## src/rtl/mc_reset_gate.sv

```systemverilog
module mc_reset_gate #(
  parameter int CLKS_PER_MC  = 12,
  parameter int SAMPLE_SLOT  = 9,
  parameter int HOLD_SAMPLES = 2,
  parameter int NPORTS       = 4,
  parameter int NGEN         = 4,
  parameter int DW           = 8,
  parameter int AW           = 4,
  parameter int SP_INIT      = 7,
  parameter int PCON_KEEP    = 4
) (
  input  logic                 clk,
  input  logic                 rst_pin,
  input  logic                 wr_en,
  input  logic [AW-1:0]        wr_addr,
  input  logic [DW-1:0]        wr_data,
  output logic                 sys_rst,
  output logic [NPORTS*DW-1:0] port_q,
  output logic [DW-1:0]        sp_q,
  output logic [DW-1:0]        sbuf_q,
  output logic [DW-1:0]        pcon_q,
  output logic [NGEN*DW-1:0]   gen_q
);
  localparam int PW = $clog2(CLKS_PER_MC);
  localparam int HW = $clog2(HOLD_SAMPLES + 1);
  localparam int A_SP = NPORTS;
  localparam int A_SBUF = NPORTS + 1;
  localparam int A_PCON = NPORTS + 2;
  localparam int A_GEN = NPORTS + 3;
  localparam logic [PW-1:0] LAST = PW'(CLKS_PER_MC - 1);
  localparam logic [PW-1:0] SLOT = PW'(SAMPLE_SLOT);
  localparam logic [HW-1:0] HOLD = HW'(HOLD_SAMPLES);
  localparam logic [DW-1:0] KEEP_MASK = DW'(1) << PCON_KEEP;

  logic [1:0]    sync = '0;
  logic [PW-1:0] phase = '0;
  logic [HW-1:0] hi_cnt = '0;
  logic          rst_q = 1'b0;
  logic          sample;
  logic          wr_ok;

  assign sample  = (phase == SLOT);
  assign sys_rst = rst_q;
  assign wr_ok   = wr_en && !rst_q;

  always_ff @(posedge clk) begin
    sync  <= {sync[0], rst_pin};
    phase <= (phase == LAST) ? '0 : phase + 1'b1;
    if (sample) begin
      if (sync[1]) begin
        if (hi_cnt != HOLD) hi_cnt <= hi_cnt + 1'b1;
        if (hi_cnt >= HOLD - 1'b1) rst_q <= 1'b1;
      end else begin
        hi_cnt <= '0;
        rst_q  <= 1'b0;
      end
    end
  end

  genvar g;
  generate
    for (g = 0; g < NPORTS; g++) begin : g_port
      logic [DW-1:0] r;
      always_ff @(posedge clk) begin
        if (rst_q) r <= '1;
        else if (wr_ok && wr_addr == AW'(g)) r <= wr_data;
      end
      assign port_q[g*DW +: DW] = r;
    end
    for (g = 0; g < NGEN; g++) begin : g_gen
      logic [DW-1:0] r;
      always_ff @(posedge clk) begin
        if (rst_q) r <= '0;
        else if (wr_ok && wr_addr == AW'(A_GEN + g)) r <= wr_data;
      end
      assign gen_q[g*DW +: DW] = r;
    end
  endgenerate

  always_ff @(posedge clk) begin
    if (rst_q) begin
      sp_q   <= DW'(SP_INIT);
      pcon_q <= pcon_q & KEEP_MASK;
    end else if (wr_ok) begin
      if (wr_addr == AW'(A_SP))   sp_q   <= wr_data;
      if (wr_addr == AW'(A_PCON)) pcon_q <= wr_data;
    end
  end

  always_ff @(posedge clk) begin
    if (wr_ok && wr_addr == AW'(A_SBUF)) sbuf_q <= wr_data;
  end
endmodule

```

## config.mk

```make
export PLATFORM = sky130hd
export DESIGN_NAME = mc_reset_gate
export DESIGN_NICKNAME = d
export VERILOG_FILES = /design/src/rtl/mc_reset_gate.sv
export SDC_FILE = /design/constraint.sdc
export NUM_CORES = 1
export LEC_CHECK = 0
export ABC_AREA = 1
export BUFFER_PORTS_ARGS = -buffer_cell sky130_fd_sc_hd__clkbuf_2
export CORE_ASPECT_RATIO = 1.5
export CORE_MARGIN = 2
export CORE_UTILIZATION = 35
export DETAILED_ROUTE_END_ITERATION = 10
export HOLD_SLACK_MARGIN = 0.05
export SYNTH_ARGS = -nofsm -noshare
export SYNTH_HDL_FRONTEND = slang
export SYNTH_SLANG_ARGS = --single-unit
```

## constraint.sdc

```tcl
create_clock -name clk -period 2.2 [get_ports clk]
set_clock_uncertainty 0.1 [all_clocks]
set_input_delay 0.44 -clock clk [delete_from_list [all_inputs] [get_ports clk]]
set_output_delay 0.44 -clock clk [all_outputs]
set_load 0.02 [all_outputs]
```

* Word-level counts from Yosys, hierarchy flattened *
Index checks and enable logic that the tools add are counted.

operators by class
  add/sub/neg operators = 2
  multiply operators = 0
  div/mod/pow operators = 0
  $lt $le $gt $ge = 1
  equal/unequal tests = 15
  shift operators = 0
  multiplexer cells = 2
  bitwise logic cells = 1
  reduce and logical (&&, ||, !) cells = 17

operator list
  cell                 count
  $eq 4x4->1 const B   5
  $eq 4x3->1 const B   4
  $logic_and 1x1->1    10
  $eq 4x2->1 const B   2
  $reduce_and 2->1     4
  $add 4x1->4 const B  1
  $eq 4x1->1 const B   1
  $logic_not 4->1      1
  $ne 2x1->1 const B   2
  $reduce_and 3->1     1
  $add 2x1->2 const B  1
  $ge 2x1->1 const B   1
  $mux 2               1
  $ne 2x2->1 const B   1
  $logic_not 1->1      1
  $mux 1               1
  $not 1->1            1

storage, ports and cells
  flip-flop bits (word level) = 97
  bits in latches = 0
  memory bits (writable) = 0
  ROM bits = 0
  input port bits = 15
  output and inout bits = 89
  word-level logic and storage cells = 54
  memories kept = 0

* Longest topological paths before layout *
Gate-level depths: netlist of the first run.

  depth in word-level cells = 3
  depth in mapped cells = 7
  gate-level depth less buffers = 6

* Worst setup path before layout of the first run *
No wires, ideal clock.

  kind = flip-flop to flip-flop
  start point = register rst_q, in the netlist sys_rst
  end point = register sbuf_q[0], enable pin
  library setup time = 383 ps
  arrival = 1480 ps
  data required time = 1717 ps
  setup slack = 237 ps
  stages on the path, launching flop included = 4
  path buffers = 0
  clock period less this slack = 1963 ps
  path through = edfxtp_1 -> inv_2 -> nand2_2 -> nor3_1

on the way
  word-level cells in the longest chain between the ends = 3

RTL lines
  what                    RTL line  source
  from (decl)             38        logic rst_q = 1'b0;
  from (signal assigned)  52        if (hi_cnt >= HOLD - 1'b1) rst_q <= 1'b1;
  from (signal assigned)  55        rst_q <= 1'b0;
  $logic_not 1->1         44        assign wr_ok = wr_en && !rst_q;
  $logic_and 1x1->1       44
  $logic_and 1x1->1       91        if (wr_ok && wr_addr == AW'(A_SBUF)) sbuf_q <= wr_data;
  to (signal assigned)    91
  to (decl)               20        output logic [DW-1:0] sbuf_q,

Every way passes these cells.
A chain may end at the register's enable or synchronous reset.

* Worst setup path in the final report of the first run *
  start point = register rst_q, in the netlist sys_rst
  end point = register g_port[3].r[3]

on the way
  word-level cells in the longest chain between the ends = 3

RTL lines
  what                  RTL line  source
  $logic_not 1->1       44
  $logic_and 1x1->1     44
  $logic_and 1x1->1     66        else if (wr_ok && wr_addr == AW'(g)) r <= wr_data;
  to (signal assigned)  66
  to (decl)             63        logic [DW-1:0] r;

Parallel ways exist; a longest one is shown, timed or not.

==> impl_metrics.csv, run 1 <==
group,metric,value,unit
power,power.total,4140,µW
logic_synthesis,synth_edf_count,12,
placement,dp_cells,787,
global_routing,grt_pass1_vias,3380,
setup_path,path_class,"reg2reg",
floorplan,rows,48,
power,p_leak,0.00249,µW
sta,min_period_over_period,0.862,
clocking,root_buffer,"clkbuf_16",
flow_run,cap_violations,0,
min_path,hold_class,"in2reg",
layout,diodes,0,
sta,timing.fmax,527,MHz
floorplan,coreArea,0.0115,mm²
sta,fin_tns_setup,0,ns
detailed_routing,via_per_inst,4.54,
sta,worstMarginPinSlew,0.804,ns
logic_synthesis,synth_top_area_cell,"dfxtp_1",
clocking,clkSlewWorstSetupHoldPaths,0.06,ns
logic_synthesis,synth_top_area_share,0.409,
power,cellPowerDensity,807,mW/mm²
layout,layout.nets,667,
detailed_routing,ant_nets,0,
floorplan,die_w,93.1,µm
power,switchingPower,1080,µW
logic_synthesis,syn-num-nets,565,
sta,hold_viol,0,
global_routing,grt_usage,0.174,
layout,nFillCells,1194,
power,combPwrFrac,0.127,
detailed_routing,drtPass1Iterations,4,
logic_synthesis,ys_ff_latch,97,
setup_path,critPathMaxFanout,22,
floorplan,ios,104,
sta,rsz0062_at_grt,"no",
clocking,cts_resized,0,
logic_synthesis,yosys.area_share.simple,0.352,
placement,hpwl,7.88,mm
logic_synthesis,synth_area,0.00416,mm²
power,p_int,3060,µW
sta,min_period,1.90,ns
detailed_routing,drc_errors,0,
floorplan,die_area,0.0128,mm²
setup_path,crit_path_end_kind,"flop",
logic_synthesis,muxShareOfSynthArea,0,
logic_synthesis,ys_types,26,
floorplan,start_util,0.361,
clocking,ctsHoldBuffers,0,
clocking,ctsLongestPathBuffers,2,
global_routing,grt_first_pass_wirelength,17.0,mm
clocking,clock_latency,0.34,ns
logic_synthesis,seq_area_frac_synth,0.495,
global_routing,overflow,0,
logic_synthesis,yosys-top-cells-area,"dfxtp_1 (41%), nand3_1 (13%), nand2_1 (12%)",
clocking,h-tree-depth,3,
logic_synthesis,avgSynthCellArea,7.63,µm²
clocking,cts_tree,"built",
logic_synthesis,yosys_warnings,0,
layout,final_cells,803,
logic_synthesis,synth_xor_area_frac,0,
logic_synthesis,synth_top_flop_cell,"dfxtp_1",
detailed_routing,drt-total-wl,10.9,mm
detailed_routing,drtIter0Drc,169,
layout,drive_gt1_frac,0.243,
global_routing,grt_max_degree,80,
logic_synthesis,synth-adder-area-share,0.0120,
setup_path,arrival,1.99,ns
setup_path,crit_required,2.29,ns
power,power_frac_clock,0.417,
logic_synthesis,postSynthCellCount,546,
clocking,cts_buffers,9,
power,seqPwrFrac,0.456,
logic_synthesis,synth_async_sr_flop_share,0,
power,p_sw_frac,0.261,
floorplan,die_h,138,µm
layout,syn_to_final_growth,23.1,%
sta,setup_viol,0,
logic_synthesis,synth_top_family_by_area,"simple AND/OR/NAND/NOR gates",
clocking,cts.sinks,97,
placement,port-buffer-count,103,
detailed_routing,routedWlPerCell,13.6,µm
logic_synthesis,synth-compound-area-share,0.0234,
power,peakVddDrop,0.000395,V
run_status,status,"complete, no violations",
sta,relSlewSlack,0.464,
detailed_routing,vias,3642,
sta,maxSlewViolCount,0,
setup_path,critPathLaunchType,"flop",
clocking,cts_setup_buffers,0,
placement,gp_congestion,0.794,
global_routing,antenna_found_initial,0,
## cell families (layout without fill, tap and decap cells)
logic type,Yosys count,in the layout
buffers and inverters,118,225
AO/OA/AOI/OAI,13,13
flip-flops,97,97
adder cells (fa/ha/maj),4,4
AND/OR/NAND/NOR,314,314
## cell usage in the layout, fill, tap and decap left out
master,synthesis,layout
nand2_1,135,135
nand3_1,108,108
clkbuf_2,0,103
inv_1,93,93
dfxtp_1,85,85
nor2_1,49,49
edfxtp_1,12,12
clkbuf_16,0,9
a21oi_2,8,8
inv_2,6,6
nor2_2,6,6
buf_4,4,6
nor2_4,4,4
nand3_4,4,4
nand2_2,4,4
ha_1,4,4
nor2_8,2,2
a21oi_1,2,2
o21ai_0,2,2
clkbuf_8,0,2
bufinv_16,0,2
nor3_1,1,1
clkinv_1,1,1
nand3_2,1,1
o211ai_1,1,1
inv_4,0,1
clkinvlp_4,0,1
clkbuf_1,3,1
## power groups by stage
stage          clock network [µW]  logic (µW)  registers, µW
2_1_floorplan                   0         330           1970
3_3_place_gp                    0         516           1930
3_5_place_dp                    0         529           1930
4_1_cts                      1760         530           1890
5_1_grt                      1820         585           1890
6_report                     1720         525           1890
## cell usage after synthesis (5+ instances only)
cell type / n
nor2_2: 6
buf_2: 5
dfxtp_1: 85
a21oi_2: 8
nand3_1: 108
inv_2: 6
nor2_1: 49
edfxtp_1: 12
nand2_1: 135
inv_1: 93
## routing by layer
layer / global-route usage / part of all wire / vias up
li1: - / - / 1885
met1: 0.206 / 0.43 / 1644
met2: 0.301 / 0.50 / 88
met3: 0.0246 / 0.041 / 25
met4: 0.0972 / 0.029 / 0
met5: 0 / 0 / -
## registers in the layout, summed over array words and instances (netlist names)
| signal | flops |
|---|---|
| sys_rst | 1 |
| sync | 2 |
| hi_cnt | 2 |
| g_port.r | 32 |
| g_gen.r | 32 |
| pcon_q | 8 |
| sbuf_q | 8 |
| phase | 4 |
| sp_q | 8 |
## through the flow
stage | setup slack (ns) | util | cell area [µm²] | hold slack [ns]
2_1_floorplan | 0.237 | - | 4160 | 0.210
5_1_grt | 0.132 | 0.445 | 5130 | 0.0860
6_report | 0.303 | 0.445 | 5130 | 0.0946
3_5_place_dp | 0.271 | 0.416 | 4800 | 0.213
3_3_place_gp | 0.345 | 0.416 | 4800 | 0.213
4_1_cts | 0.299 | 0.445 | 5130 | 0.0827
## path summary, 6_finish.rpt
check | start | endpoint | slack (ns) | depth (start not counted)
worst min register to register | sync[0] | sync[1] | 0.23 | 0
worst min-delay path | rst_pin | sync[0] | 0.09 | 1
worst max-delay path | sys_rst | g_port[3].r[3] | 0.30 | 6
worst max register to register | sys_rst | g_port[3].r[3] | 0.30 | 6
## critical path, stage by stage, from the launching register on
cell	delay (ns)
edfxtp_1	0.45
inv_2	0.09
nand2_2	0.14
nor2_4	0.45
nand2_1	0.30
nand2_1	0.12
nand3_1	0.08
## final cells by class
cell class                      count  area [µm²]  area share
Sequential cell                    97        2060       0.402
Multi-Input combinational cell    331        1610       0.314
Timing Repair Buffer              109         561       0.109
Inverter                          100         375      0.0732
Clock buffer                       12         256      0.0500
Tap cell                          150         188      0.0366
Clock inverter                      4        73.8      0.0144
Note: power is estimated with default switching activity, not from simulation.
==> run 2, diff against run 1 <==
PLACE_DENSITY = 0.65   (was not set)
==> impl_metrics.csv, run 2 (synthesis gave the netlist of run 1 again) <==
group,metric,value,unit
power,peakVddDrop,0.000406,V
power,cellPowerDensity,811,mW/mm²
setup_path,cpMaxStageDelayCell,"nor2_4",
sta,rsz0062_at_grt,"no",
floorplan,coreArea,0.0115,mm²
layout,layout.nets,666,
sta,maxSlewViolCount,0,
setup_path,r2r_cells,6,
sta,worstMarginPinSlew,0.740,ns
clocking,clkSlewWorstSetupHoldPaths,0.06,ns
detailed_routing,via_per_inst,4.57,
sta,min_period,1.97,ns
global_routing,grt.busiest_layer,"met2",
clocking,h-tree-depth,3,
detailed_routing,routedWlPerCell,13.5,µm
global_routing,overflow,0,
setup_path,crit_path_frequent_cell,"nand2_1",
floorplan,ios,104,
setup_path,crit_required,2.29,ns
detailed_routing,drtPass1Iterations,5,
placement,port-buffer-count,103,
setup_path,critPathMaxFanout,28,
sta,setup_viol,0,
global_routing,use_met3,0.0377,
layout,drive_gt1_frac,0.244,
sta,hold_viol,0,
global_routing,grtUsageMet2,0.305,
detailed_routing,drtIter0Drc,221,
clocking,root_buffer,"clkbuf_16",
layout,final_common_cell,"nand2_1",
setup_path,crit_path_end_kind,"flop",
clocking,clock_latency,0.34,ns
min_path,hold_class,"in2reg",
floorplan,die_w,93.1,µm
clocking,cts_buffers,9,
setup_path,arrival,2.06,ns
clocking,ctsLongestPathBuffers,2,
layout,diodes,0,
sta,min_period_over_period,0.896,
power,p_leak,0.00250,µW
clocking,cts_resized,0,
flow_run,cap_violations,0,
detailed_routing,ant_nets,0,
sta,fin_tns_setup,0,ns
layout,reg_top3,"g_gen.r (32), g_port.r (32)",
clocking,cts_setup_buffers,0,
detailed_routing,drt-total-wl,10.8,mm
layout,nFillCells,1203,
floorplan,rows,48,
global_routing,grt_first_pass_wirelength,17.3,mm
clocking,ctsHoldBuffers,0,
min_path,min_delay_path_depth,1,
placement,gp_congestion,0.777,
global_routing,grt_use_met1,0.199,
global_routing,grt_usage,0.175,
detailed_routing,vias,3662,
setup_path,critPathLaunchType,"flop",
detailed_routing,drc_errors,0,
setup_path,path_cells,"inv_2 -> nand2_2 -> nor2_4 -> nand2_1 -> nand2_1 -> nand3_1",
clocking,cts_tree,"built",
setup_path,worst_path_largest_cell_delay,0.50,ns
run_status,status,"complete, no violations",
global_routing,antenna_found_initial,0,
floorplan,die_h,138,µm
placement,placed_area,0.00479,mm²
layout,design_area,0.00514,mm²
sta,timing.fmax,507,MHz
sta,relSlewSlack,0.506,
global_routing,grt_pass1_vias,3603,
placement,hpwl,7.95,mm
clocking,cts.sinks,97,
layout,syn_to_final_growth,23.5,%
floorplan,start_util,0.361,
global_routing,grt_max_degree,80,
layout,layout_common_cells,"nand2_1 (135), nand3_1 (108), clkbuf_2 (103)",
setup_path,path_class,"reg2reg",
floorplan,die_area,0.0128,mm²
-- run 2: worst paths after layout --
check	start	slack, ns	end
max	sys_rst	0.23	g_port[0].r[1]
min	rst_pin	0.1	sync[0]
max reg2reg	sys_rst	0.23	g_port[0].r[1]
min reg2reg	sync[0]	0.23	sync[1]
-- run 2: metal layers --
layer / vias to the layer above / part of all wire
met5: - / 0
met4: 0 / 0.030
met3: 21 / 0.056
met2: 122 / 0.51
met1: 1643 / 0.40
li1: 1876 / -
-- run 2: per-stage QoR --
| step | utilization | power (µW) | instances | setup WS, ns | hold WS [ns] |
|---|---|---|---|---|---|
| CTS | 0.446 | 4210 | 802 | 0.201 | 0.0912 |
| finish | 0.446 | 4170 | 802 | 0.229 | 0.0964 |
| global route | 0.446 | 4340 | 802 | 0.0266 | 0.0990 |
| detailed placement | 0.415 | 2460 | 786 | 0.189 | 0.215 |
| floorplan | - | 2300 | 546 | 0.237 | 0.210 |
| global placement | 0.415 | 2440 | 786 | 0.284 | 0.215 |
-- run 2: cell type report --
type / instances / area, µm² / share of cell area
sequential: 97 / 2060 / 0.401
timing repair buffer: 108 / 553 / 0.108
inverter: 100 / 375 / 0.0730
tap: 150 / 188 / 0.0365
clock inverter: 2 / 37.5 / 0.00730
multi-input combinational: 331 / 1610 / 0.313
clock buffer: 14 / 317 / 0.0615
-- run 2: where the power goes --
part	switching [µW]	leakage (µW)	total, µW	internal, µW
Clock	649	0.000171	1760	1110
Sequential	35.3	0.000802	1890	1850
Combinational	381	0.00153	525	143
-- run 2: critical path: cells and delay by family, from the launching register on --
kind	cells	cell delay (ns)
buf+inv	1	0.09
simple gates	5	1.17
flops	1	0.45
==> run 3, diff against run 2 <==
PLACE_DENSITY = 0.59   (was 0.65)
TNS_END_PERCENT = 1   (was not set)
clock period = 2.5 ns   (was 2.2 ns; I/O delays follow)
==> impl_metrics.csv, run 3 (synthesis gave the netlist of run 1 again) <==
group,metric,value,unit
sta,fin_tns_setup,0,ns
layout,drive_gt1_frac,0.241,
sta,worstMarginPinSlew,0.769,ns
setup_path,r2r_slack,0.64,ns
setup_path,path_cells,"inv_2 -> nand2_2 -> nor2_4 -> nand2_1 -> nand2_1 -> nand3_1",
setup_path,critPathMaxFanout,20,
detailed_routing,drt-met1-wl,4.69,mm
detailed_routing,via_per_inst,4.52,
global_routing,overflow,0,
setup_path,r2r_cells,6,
sta,maxSlewViolCount,0,
setup_path,crit_path_end_kind,"flop",
detailed_routing,drc_errors,0,
layout,design_area,0.00510,mm²
detailed_routing,wl_met2,5.61,mm
floorplan,die_area,0.0128,mm²
detailed_routing,ant_nets,0,
min_path,hold_class,"in2reg",
flow_run,cap_violations,0,
global_routing,grt_first_pass_wirelength,17.1,mm
min_path,hold_end,"sync[0]",
placement,port-buffer-count,103,
setup_path,crit_path_frequent_cell,"nand2_1",
sta,min_period_over_period,0.744,
power,peakVddDrop,0.000385,V
detailed_routing,vias,3622,
placement,gp_congestion,0.813,
layout,regArea,0.00206,mm²
global_routing,grt_usage,0.174,
global_routing,antenna_found_initial,0,
detailed_routing,drtPass1Iterations,4,
clocking,root_buffer,"clkbuf_16",
clocking,cts.sinks,97,
sta,timing.fmax,538,MHz
min_path,min_delay_path_depth,1,
detailed_routing,route.met3.wl,481,µm
setup_path,arrival,1.94,ns
layout,reg_top3,"g_gen.r (32), g_port.r (32)",
clocking,ctsLongestPathBuffers,2,
setup_path,regToRegStartpoint,"sys_rst",
min_path,hp-start,"rst_pin",
sta,hold_viol,0,
clocking,clkSlewWorstSetupHoldPaths,0.06,ns
clocking,ctsHoldBuffers,0,
clocking,cts_buffers,9,
layout,nFillCells,1217,
global_routing,grt_pass1_vias,3365,
sta,rsz0062_at_grt,"no",
clocking,cts_setup_buffers,0,
layout,final_common_cell,"nand2_1",
detailed_routing,drt-total-wl,11.0,mm
layout,syn_to_final_growth,22.4,%
global_routing,grt_max_degree,80,
setup_path,critPathBufInv,1,
detailed_routing,dr.max_layer_used,"met4",
floorplan,start_util,0.361,
setup_path,crit_required,2.58,ns
setup_path,cpMaxStageDelayCell,"edfxtp_1",
detailed_routing,drtIter0Drc,116,
floorplan,rows,48,
layout,multi_input_area,0.00161,mm²
sta,min_period,1.86,ns
floorplan,coreArea,0.0115,mm²
clocking,cts_tree,"built",
placement,placed_area,0.00479,mm²
power,cellPowerDensity,693,mW/mm²
setup_path,path_class,"reg2reg",
setup_path,worst_path_largest_cell_delay,0.46,ns
floorplan,die_w,93.1,µm
layout,layout_common_cells,"nand2_1 (135), nand3_1 (108), clkbuf_2 (103)",
placement,hpwl,7.88,mm
sta,setup_viol,0,
clocking,cts_resized,0,
floorplan,ios,104,
power,p_leak,0.00248,µW
layout,utilization,0.442,
clocking,h-tree-depth,3,
run_status,status,"complete, no violations",
setup_path,startpoint,"sys_rst",
clocking,clock_latency,0.33,ns
setup_path,critPathLaunchType,"flop",
layout,diodes,0,
setup_path,crit_family,"simple AND/OR/NAND/NOR gates",
floorplan,die_h,138,µm
setup_path,r2r-end,"g_port[3].r[6]",
sta,relSlewSlack,0.488,
detailed_routing,routedWlPerCell,13.7,µm
layout,layout.nets,666,
-- run 3: worst max path at each step --
stage,end,depth (start not counted)
finish,g_port[3].r[6],6
global route,g_port[3].r[6],6
CTS,g_port[3].r[6],6
detailed placement,g_port[3].r[6],6
global placement,g_port[0].r[1],6
floorplan,sbuf_q[0],3
-- run 3: area by class of cell --
class                           count  share of cell area
Multi-Input combinational cell    331               0.316
Tap cell                          150              0.0368
Inverter                          100              0.0737
Timing Repair Buffer              108               0.109
Clock inverter                      4             0.00958
Sequential cell                    97               0.405
Clock buffer                       12              0.0506
-- run 3: per-stage QoR --
| stage | power [µW] | hold WS (ns) | setup slack [ns] | instances |
|---|---|---|---|---|
| floorplan | 2030 | 0.210 | 0.537 | 546 |
| global placement | 2160 | 0.224 | 0.624 | 786 |
| detailed placement | 2160 | 0.228 | 0.560 | 786 |
| CTS | 3600 | 0.157 | 0.650 | 802 |
| global route | 3700 | 0.162 | 0.494 | 802 |
| finish | 3530 | 0.170 | 0.641 | 802 |
-- run 3: power breakdown --
part | total [µW] | leakage [µW] | internal [µW] | switching [µW]
logic | 462 | 0.00153 | 126 | 336
registers | 1660 | 0.000802 | 1630 | 31.6
clock network | 1410 | 0.000152 | 837 | 572
-- run 3: per-layer routing --
metal	track usage	vias up
li1	-	1887
met1	0.209	1636
met2	0.309	87
met3	0.0377	12
met4	0.0572	0
met5	0	-
